$ cat src/rtl/qdac_pkg.sv
package qdac_pkg;

    localparam int NUM_CH   = 4;
    localparam int HDR_W    = 4;
    localparam int ADDR_W   = 2;

    typedef enum logic [1:0] {
        CMD_NONE     = 2'd0,
        CMD_WRITE    = 2'd1,
        CMD_SHDN_ONE = 2'd2,
        CMD_SHDN_ALL = 2'd3
    } cmd_kind_e;

    typedef struct packed {
        cmd_kind_e          kind;
        logic [ADDR_W-1:0]  ch;
    } cmd_t;

    // Header nibble: {SA, SD, A1, A0}
    function automatic cmd_t decode_header(input logic [HDR_W-1:0] hdr);
        cmd_t c;
        c.ch = hdr[ADDR_W-1:0];
        if (hdr[3])
            c.kind = CMD_SHDN_ALL;
        else if (hdr[2])
            c.kind = CMD_SHDN_ONE;
        else
            c.kind = CMD_WRITE;
        return c;
    endfunction

endpackage

$ cat src/rtl/qdac_sync.sv
module qdac_sync #(
    parameter int          W       = 1,
    parameter logic [W-1:0] RST_VAL = '0
) (
    input  logic         clk,
    input  logic         rst,
    input  logic [W-1:0] d_i,
    output logic [W-1:0] q_o
);
    logic [W-1:0] stage1;
    logic [W-1:0] stage2;

    always_ff @(posedge clk) begin
        if (rst) begin
            stage1 <= RST_VAL;
            stage2 <= RST_VAL;
        end else begin
            stage1 <= d_i;
            stage2 <= stage1;
        end
    end

    assign q_o = stage2;
endmodule

$ cat src/rtl/qdac_shifter.sv
module qdac_shifter #(
    parameter int FRAME_W = 16
) (
    input  logic               clk,
    input  logic               rst,
    input  logic               shift_en_i,
    input  logic               bit_i,
    output logic [FRAME_W-1:0] sr_o
);
    logic [FRAME_W-1:0] sr_q;

    always_ff @(posedge clk) begin
        if (rst)
            sr_q <= '0;
        else if (shift_en_i)
            sr_q <= {sr_q[FRAME_W-2:0], bit_i};
    end

    assign sr_o = sr_q;
endmodule

$ cat src/rtl/qdac_decoder.sv
module qdac_decoder
    import qdac_pkg::*;
#(
    parameter int DATA_W  = 12,
    localparam int FRAME_W = DATA_W + HDR_W
) (
    input  logic               fire_i,
    input  logic [FRAME_W-1:0] sr_i,
    output cmd_t               cmd_o,
    output logic [DATA_W-1:0]  data_o
);
    cmd_t hdr_cmd;

    always_comb begin
        hdr_cmd = decode_header(sr_i[FRAME_W-1 -: HDR_W]);
        cmd_o   = hdr_cmd;
        if (!fire_i)
            cmd_o.kind = CMD_NONE;
    end

    assign data_o = sr_i[DATA_W-1:0];
endmodule

$ cat src/rtl/qdac_channel.sv
module qdac_channel
    import qdac_pkg::*;
#(
    parameter int DATA_W = 12,
    parameter int CH_ID  = 0
) (
    input  logic              clk,
    input  logic              rst,
    input  cmd_t              cmd_i,
    input  logic [DATA_W-1:0] data_i,
    input  logic              load_n_i,
    output logic [DATA_W-1:0] inp_o,
    output logic [DATA_W-1:0] dac_o,
    output logic [DATA_W-1:0] word_o,
    output logic              shdn_o
);
    localparam logic [ADDR_W-1:0] MY_ADDR = ADDR_W'(CH_ID);

    logic [DATA_W-1:0] inp_q;
    logic [DATA_W-1:0] dac_q;
    logic              shdn_q;
    logic              hit;
    logic              do_write;
    logic              do_shdn;

    assign hit      = (cmd_i.ch == MY_ADDR);
    assign do_write = (cmd_i.kind == CMD_WRITE) && hit;
    assign do_shdn  = (cmd_i.kind == CMD_SHDN_ALL) ||
                      ((cmd_i.kind == CMD_SHDN_ONE) && hit);

    always_ff @(posedge clk) begin
        if (rst) begin
            inp_q  <= '0;
            dac_q  <= '0;
            shdn_q <= 1'b0;
        end else begin
            if (do_write) begin
                inp_q  <= data_i;
                shdn_q <= 1'b0;
            end
            if (do_shdn)
                shdn_q <= 1'b1;
            if (!load_n_i)
                dac_q <= inp_q;
        end
    end

    assign inp_o  = inp_q;
    assign dac_o  = dac_q;
    assign shdn_o = shdn_q;
    assign word_o = shdn_q ? '0 : dac_q;
endmodule

$ cat src/rtl/qdac_frontend.sv
module qdac_frontend
    import qdac_pkg::*;
#(
    parameter int DATA_W = 12,
    localparam int FRAME_W = DATA_W + HDR_W,
    localparam int BUS_W   = NUM_CH * DATA_W
) (
    input  logic              clk,
    input  logic              rst,
    input  logic              sclk_i,
    input  logic              cs_n_i,
    input  logic              sdi_i,
    input  logic              load_n_i,
    output logic [BUS_W-1:0]  dac_word_o,
    output logic [NUM_CH-1:0] shdn_o
);
    // synchronised bundle: {load_n, cs_n, sdi, sclk}
    logic [3:0] raw_in;
    logic [3:0] syn;
    logic       sclk_s, sdi_s, cs_s, load_s;
    logic       sclk_d, cs_d;
    logic       sclk_rise, cs_rise;
    logic [FRAME_W-1:0] sr;
    cmd_t               cmd;
    logic [DATA_W-1:0]  data;
    logic [BUS_W-1:0]   inp_flat;
    logic [BUS_W-1:0]   dac_flat;

    assign raw_in = {load_n_i, cs_n_i, sdi_i, sclk_i};

    qdac_sync #(.W(4), .RST_VAL(4'b1100)) sync_i (
        .clk (clk),
        .rst (rst),
        .d_i (raw_in),
        .q_o (syn)
    );

    assign sclk_s = syn[0];
    assign sdi_s  = syn[1];
    assign cs_s   = syn[2];
    assign load_s = syn[3];

    always_ff @(posedge clk) begin
        if (rst) begin
            sclk_d <= 1'b0;
            cs_d   <= 1'b1;
        end else begin
            sclk_d <= sclk_s;
            cs_d   <= cs_s;
        end
    end

    assign sclk_rise = sclk_s & ~sclk_d;
    assign cs_rise   = cs_s & ~cs_d;

    qdac_shifter #(.FRAME_W(FRAME_W)) shift_i (
        .clk        (clk),
        .rst        (rst),
        .shift_en_i (sclk_rise & ~cs_s),
        .bit_i      (sdi_s),
        .sr_o       (sr)
    );

    qdac_decoder #(.DATA_W(DATA_W)) dec_i (
        .fire_i (cs_rise),
        .sr_i   (sr),
        .cmd_o  (cmd),
        .data_o (data)
    );

    for (genvar c = 0; c < NUM_CH; c++) begin : g_ch
        qdac_channel #(.DATA_W(DATA_W), .CH_ID(c)) ch_i (
            .clk      (clk),
            .rst      (rst),
            .cmd_i    (cmd),
            .data_i   (data),
            .load_n_i (load_s),
            .inp_o    (inp_flat[c*DATA_W +: DATA_W]),
            .dac_o    (dac_flat[c*DATA_W +: DATA_W]),
            .word_o   (dac_word_o[c*DATA_W +: DATA_W]),
            .shdn_o   (shdn_o[c])
        );
    end
endmodule

$ cat config.mk
export PLATFORM = sky130hd
export DESIGN_NAME = qdac_frontend
export DESIGN_NICKNAME = d
export VERILOG_FILES = /design/src/rtl/qdac_pkg.sv /design/src/rtl/qdac_sync.sv /design/src/rtl/qdac_shifter.sv /design/src/rtl/qdac_decoder.sv /design/src/rtl/qdac_channel.sv /design/src/rtl/qdac_frontend.sv
export SDC_FILE = /design/constraint.sdc
export NUM_CORES = 1
export LEC_CHECK = 0
export ABC_AREA = 1
export BUFFER_PORTS_ARGS = -buffer_cell sky130_fd_sc_hd__buf_4
export CORE_ASPECT_RATIO = 0.9
export CORE_UTILIZATION = 51
export CTS_CLUSTER_SIZE = 25
export DETAILED_ROUTE_END_ITERATION = 7
export GPL_ROUTABILITY_DRIVEN = 0
export PLACE_DENSITY = 0.7
export SLEW_MARGIN = 10
export SYNTH_ARGS = -nofsm -noshare
export SYNTH_HDL_FRONTEND = slang
export SYNTH_SLANG_ARGS = --single-unit
$ cat constraint.sdc
create_clock -name clk -period 1.1 [get_ports clk]
set_input_delay 0.22 -clock clk [delete_from_list [all_inputs] [get_ports clk]]
set_output_delay 0.22 -clock clk [all_outputs]
set_load 0.01 [all_outputs]
# Word-level counts from Yosys, hierarchy flattened
# Cells that the tools add are included.
# Widths: inputs -> output; s select.
[classes]
eq_ne = 6
mux = 15
n_bitwise = 6
reduce_logical = 17
[ops]
columns = ["operator", "count"]
rows = [
  ["$mux 12", 4],
  ["$eq 2x2->1 const B", 4],
  ["$logic_and 1x1->1", 8],
  ["$mux 1", 8],
  ["$reduce_bool 2->1", 4],
  ["$mux 2", 3],
  ["$eq 2x1->1 const B", 2],
  ["$logic_or 1x1->1", 4],
  ["$and 1x1->1", 3],
  ["$not 1->1", 3],
  ["$logic_not 2->1", 1],
]
[word_totals]
regBits = 126
input_bits = 6
out_inout_bits = 52
wordCells = 61

# Logic depth before layout (Yosys ltp)
[logic_depth]
ltp_word = 7
depth_mapped = 7

# Cells and area by module
# Synthesis repeated with hierarchy kept, for this count alone.
[unflattened]
cells_unflattened = 743
hier_area_um2 = 5352.6
[modules_own_cells]
columns = ["module", "n_inst", "cells_each", "area_per_inst_um2"]
rows = [
  ["qdac_channel (g_ch[1].ch_i ...)", 2, 155, 1053.5],
  ["qdac_channel (g_ch[0].ch_i)", 1, 126, 1103.6],
  ["qdac_channel (g_ch[3].ch_i)", 1, 153, 1049.8],
  ["qdac_shifter", 1, 101, 670.6],
  ["qdac_sync", 1, 25, 224.0],
  ["qdac_decoder", 1, 19, 128.9],
  ["qdac_frontend", 1, 9, 68.8],
]

# Worst setup path after synthesis
# OpenSTA, ideal clock, no wires.
[synth_path]
path_type = "reg-to-reg"
start = "reg shift_i.sr_q[13] (netlist: shift_i.sr_o[13])"
end = "reg g_ch[2].ch_i.inp_q[10]"
setup_ps = 132
arrival_time_ps = 996
path_slack_ps = -28
path_stages_with_launch = 7
n_path_buf = 1
synth_period_minus_slack_ps = 1128
cell_sequence = "dfxtp_1 > inv_1 > nor2_4 > nand2_1 > buf_2 > nand2_1 > a21oi_1"
[synth_via]
elab_chain_cells = 2
[synth_lines]
columns = ["item", "line_no", "source"]
rows = [
  ["from (decl)", "qdac_shifter.sv:10", "logic [FRAME_W-1:0] sr_q;"],
  ["from (signal assigned)", "qdac_shifter.sv:16", "sr_q <= {sr_q[FRAME_W-2:0], bit_i};"],
  ["$eq 2x2->1", "qdac_channel.sv:26", "assign hit = (cmd_i.ch == MY_ADDR);"],
  ["$logic_and 1x1->1", "qdac_channel.sv:27", "assign do_write = (cmd_i.kind == CMD_WRITE) && hit;"],
  ["to (signal assigned)", "qdac_channel.sv:38", "inp_q <= data_i;"],
  ["to (decl)", "qdac_channel.sv:19", "logic [DATA_W-1:0] inp_q;"],
]
# Every way passes these cells.
# A chain may end at the register's enable or synchronous reset.

# Final worst setup path
[layout_path]
start = "reg g_ch[1].ch_i.shdn_q"
end = "out dac_word_o[21]"
[layout_via]
elab_chain_cells = 1
[layout_lines]
columns = ["item", "line_no", "source"]
rows = [
  ["from (decl)", "qdac_channel.sv:21", "logic shdn_q;"],
  ["from (signal assigned)", "qdac_channel.sv:35", "shdn_q <= 1'b0;"],
  ["from (signal assigned)", "qdac_channel.sv:39", "shdn_q <= 1'b0;"],
  ["from (signal assigned)", "qdac_channel.sv:42", "shdn_q <= 1'b1;"],
  ["$mux 12", "qdac_channel.sv:51", "assign word_o = shdn_q ? '0 : dac_q;"],
  ["to (decl)", "qdac_frontend.sv:14", "output logic [BUS_W-1:0] dac_word_o,"],
]
# Every way passes these cells.

==> impl_metrics.py <==
metrics = {
    "run_status": {
        "outcome": "finished with violations",
        "violations": "setup timing",
    },
    "critical_path": {
        "critPathRequiredTime_ns": 0.88,
        "worstPathArrival_ns": 1.27,
        "cp_max_fo": 6,
        "critPathLaunchType": "flop",
        "end_kind": "primary output",
        "worstSetupPathType": "reg2out",
    },
    "grt": {
        "grt_antenna_before_repair": 0,
        "grt_usage_pct": 27.9,
        "grt_pass1_vias": 4334,
        "grt_overflow": 0,
        "grt_pass1_wl_um": 21000,
        "grt_max_degree": 58,
    },
    "clocking": {
        "numCtsBuffers": 17,
        "cts_tree": "done",
        "htree_levels": 4,
        "clock_sinks": 126,
        "cts_buffer_depth": 2,
        "root_buffer": "clkbuf_8",
        "clk_pin_slew_ns": 0.05,
        "clock_latency_ns": 0.53,
    },
    "routing": {
        "ant_nets": 0,
        "routedWlPerCell_um": 19.7,
        "firstDrtPassIters": 5,
        "drt_iter0_drc": 381,
        "vias": 4851,
        "drt_wl_total_um": 16400,
        "drc": 0,
        "viasPerCell": 5.82,
    },
    "timing": {
        "drv_slew": 0,
        "fin_skew_ns": 0.00973,
        "fin_crit_sh_pct": 135,
        "fmax_mhz": 671,
        "rsz0062_at_grt": "yes",
        "setup_viol": 108,
        "fin_ws_ns": -0.389,
        "tightest_slew_ns": 0.452,
        "min_period_ns": 1.49,
        "hold_viol_final": 0,
        "slew_headroom_pct": 69.9,
    },
    "worst_hold_path": {
        "hold_path.class": "in2reg",
    },
    "synthesis": {
        "ys_ff_latch": 126,
        "syn-cell-area_um2": 4750,
        "synth_cell_type_count": 15,
        "syn_avg_cell_area_um2": 7.75,
        "mappedNetlistNets": 619,
        "postSynthCellCount": 613,
        "yosysWarnings": 0,
        "synth_seq_area_share_pct": 53.1,
    },
    "die": {
        "chipHeight_um": 93.5,
        "rows": 33,
        "core_area_um2": 9080,
        "start_util_pct": 52.3,
        "io-pin-count": 58,
        "fp.dieW_um": 104,
        "dieArea_um2": 9700,
    },
    "power": {
        "p_sw_uw": 2450,
        "internal_power_uw": 8560,
        "vdd_drop_max_uv": 1370,
        "total_power_uw": 11000,
        "clkPwrFrac_pct": 49.9,
        "p_leak_uw": 0.00274,
        "comb_power_share_pct": 7.4,
        "p_per_area_nw_per_um2": 1490,
        "power_frac_seq_pct": 42.7,
        "switching_share_pct": 22.2,
    },
    "finish": {
        "fin_util_pct": 81.5,
        "fillers": 485,
        "antenna_cells": 0,
        "drive_gt1_share_pct": 45.4,
        "layout_commonest_cell": "dfxtp_1",
        "layout_common_cells": "114 x dfxtp_1, 63 x a21oi_1, 60 x inv_1",
        "synthToLayoutAreaGrowth_pct": 55.9,
        "nets": 707,
    },
    "placed_design": {
        "dpl.hpwl_um": 6650,
        "port_buffers": 57,
        "post-place-ws_ns": -0.111,
    },
    "run": {
        "max_cap_viol_count": 0,
    },
}
## flip-flops by register name, indices dropped and copies added, names as in the netlist
signal / cells
g_ch.ch_i.dac_o: 48
g_ch.ch_i.inp_o: 48
shift_i.sr_o: 16
g_ch.ch_i.shdn_o: 4
sync_i.q_o: 4
sync_i.stage1: 4
cs_d: 1
sclk_d: 1
## stage by stage
stage	setup TNS [ns]	std cells	instance area [µm²]	hold WS (ns)
global placement	-1.32	778	5410	0.393
detailed placement	-1.98	778	5410	0.399
finish	-28.64	833	7400	0.0709
global route	-31.29	833	7400	0.0808
floorplan	0	613	4750	0.324
CTS	-20.75	827	6740	0.0621
## cell usage after synthesis
library cell	instances	area share [%]
nor2_1	57	4.5
buf_6	5	1.2
nand2_1	78	6.2
nor2_4	3	0.71
nand3_1	64	6.7
buf_2	12	1.3
o21ai_0	52	5.5
buf_4	6	0.95
a21oi_1	116	12
buf_1	2	0.16
or2_2	4	0.53
clkbuf_1	23	1.8
inv_2	2	0.16
dfxtp_1	126	53
inv_1	63	5.0
## final timing paths
path,from,to,slack (ns),depth (start not counted)
setup / recovery,g_ch[1].ch_i.shdn_o,dac_word_o[21],-0.39,3
hold / removal,rst,sync_i.stage1[0],0.07,3
setup reg to reg,shift_i.sr_o[14],g_ch[3].ch_i.inp_o[10],-0.34,7
hold reg to reg,sync_i.stage1[1],sync_i.q_o[1],0.41,2
## worst max-delay path, cell delays in order (launching register included)
cell and delay [ns]:
dfxtp_4 0.38, buf_16 0.16, nor2_4 0.10, buf_6 0.11
## final cells by class
| type | instances | area [µm²] | area share (%) |
|---|---|---|---|
| Clock buffer | 24 | 500 | 6.76 |
| Clock inverter | 5 | 80.1 | 1.08 |
| Inverter | 65 | 244 | 3.30 |
| Multi-Input combinational cell | 375 | 2620 | 35.4 |
| Sequential cell | 126 | 2550 | 34.4 |
| Tap cell | 122 | 153 | 2.06 |
| Timing Repair Buffer | 116 | 1260 | 17.0 |
## power by group through the flow
stage | Clock, µW | Sequential [µW] | Combinational [µW]
floorplan | 0 | 4790 | 357
global placement | 0 | 4800 | 578
detailed placement | 0 | 4800 | 593
CTS | 5460 | 4700 | 705
global route | 5710 | 4700 | 877
finish | 5490 | 4700 | 819
## kinds of logic after synthesis
group,Yosys count,share of synthesized area (%)
buf+inv,113,10.5
simple gates,206,18.7
compound gates,168,17.7
flops,126,53.1
## per-layer routing
layer  track usage [%]  share of wire, %  up-vias
li1                  -                 -     2170
met1              31.8                37     2285
met2              48.8                50      308
met3              5.57               7.3       88
met4              16.8               5.8        0
met5                 0                 0        -
## what timing repair did
item	CTS	global route
hold buffers	4	0
pin swaps	41	30
buffers inserted	5	3
setup endpoints to repair	108	120
hold endpoints to repair	4	0
resized for setup	190	143
cloned	11	3
(Power assumes the default switching activity.)
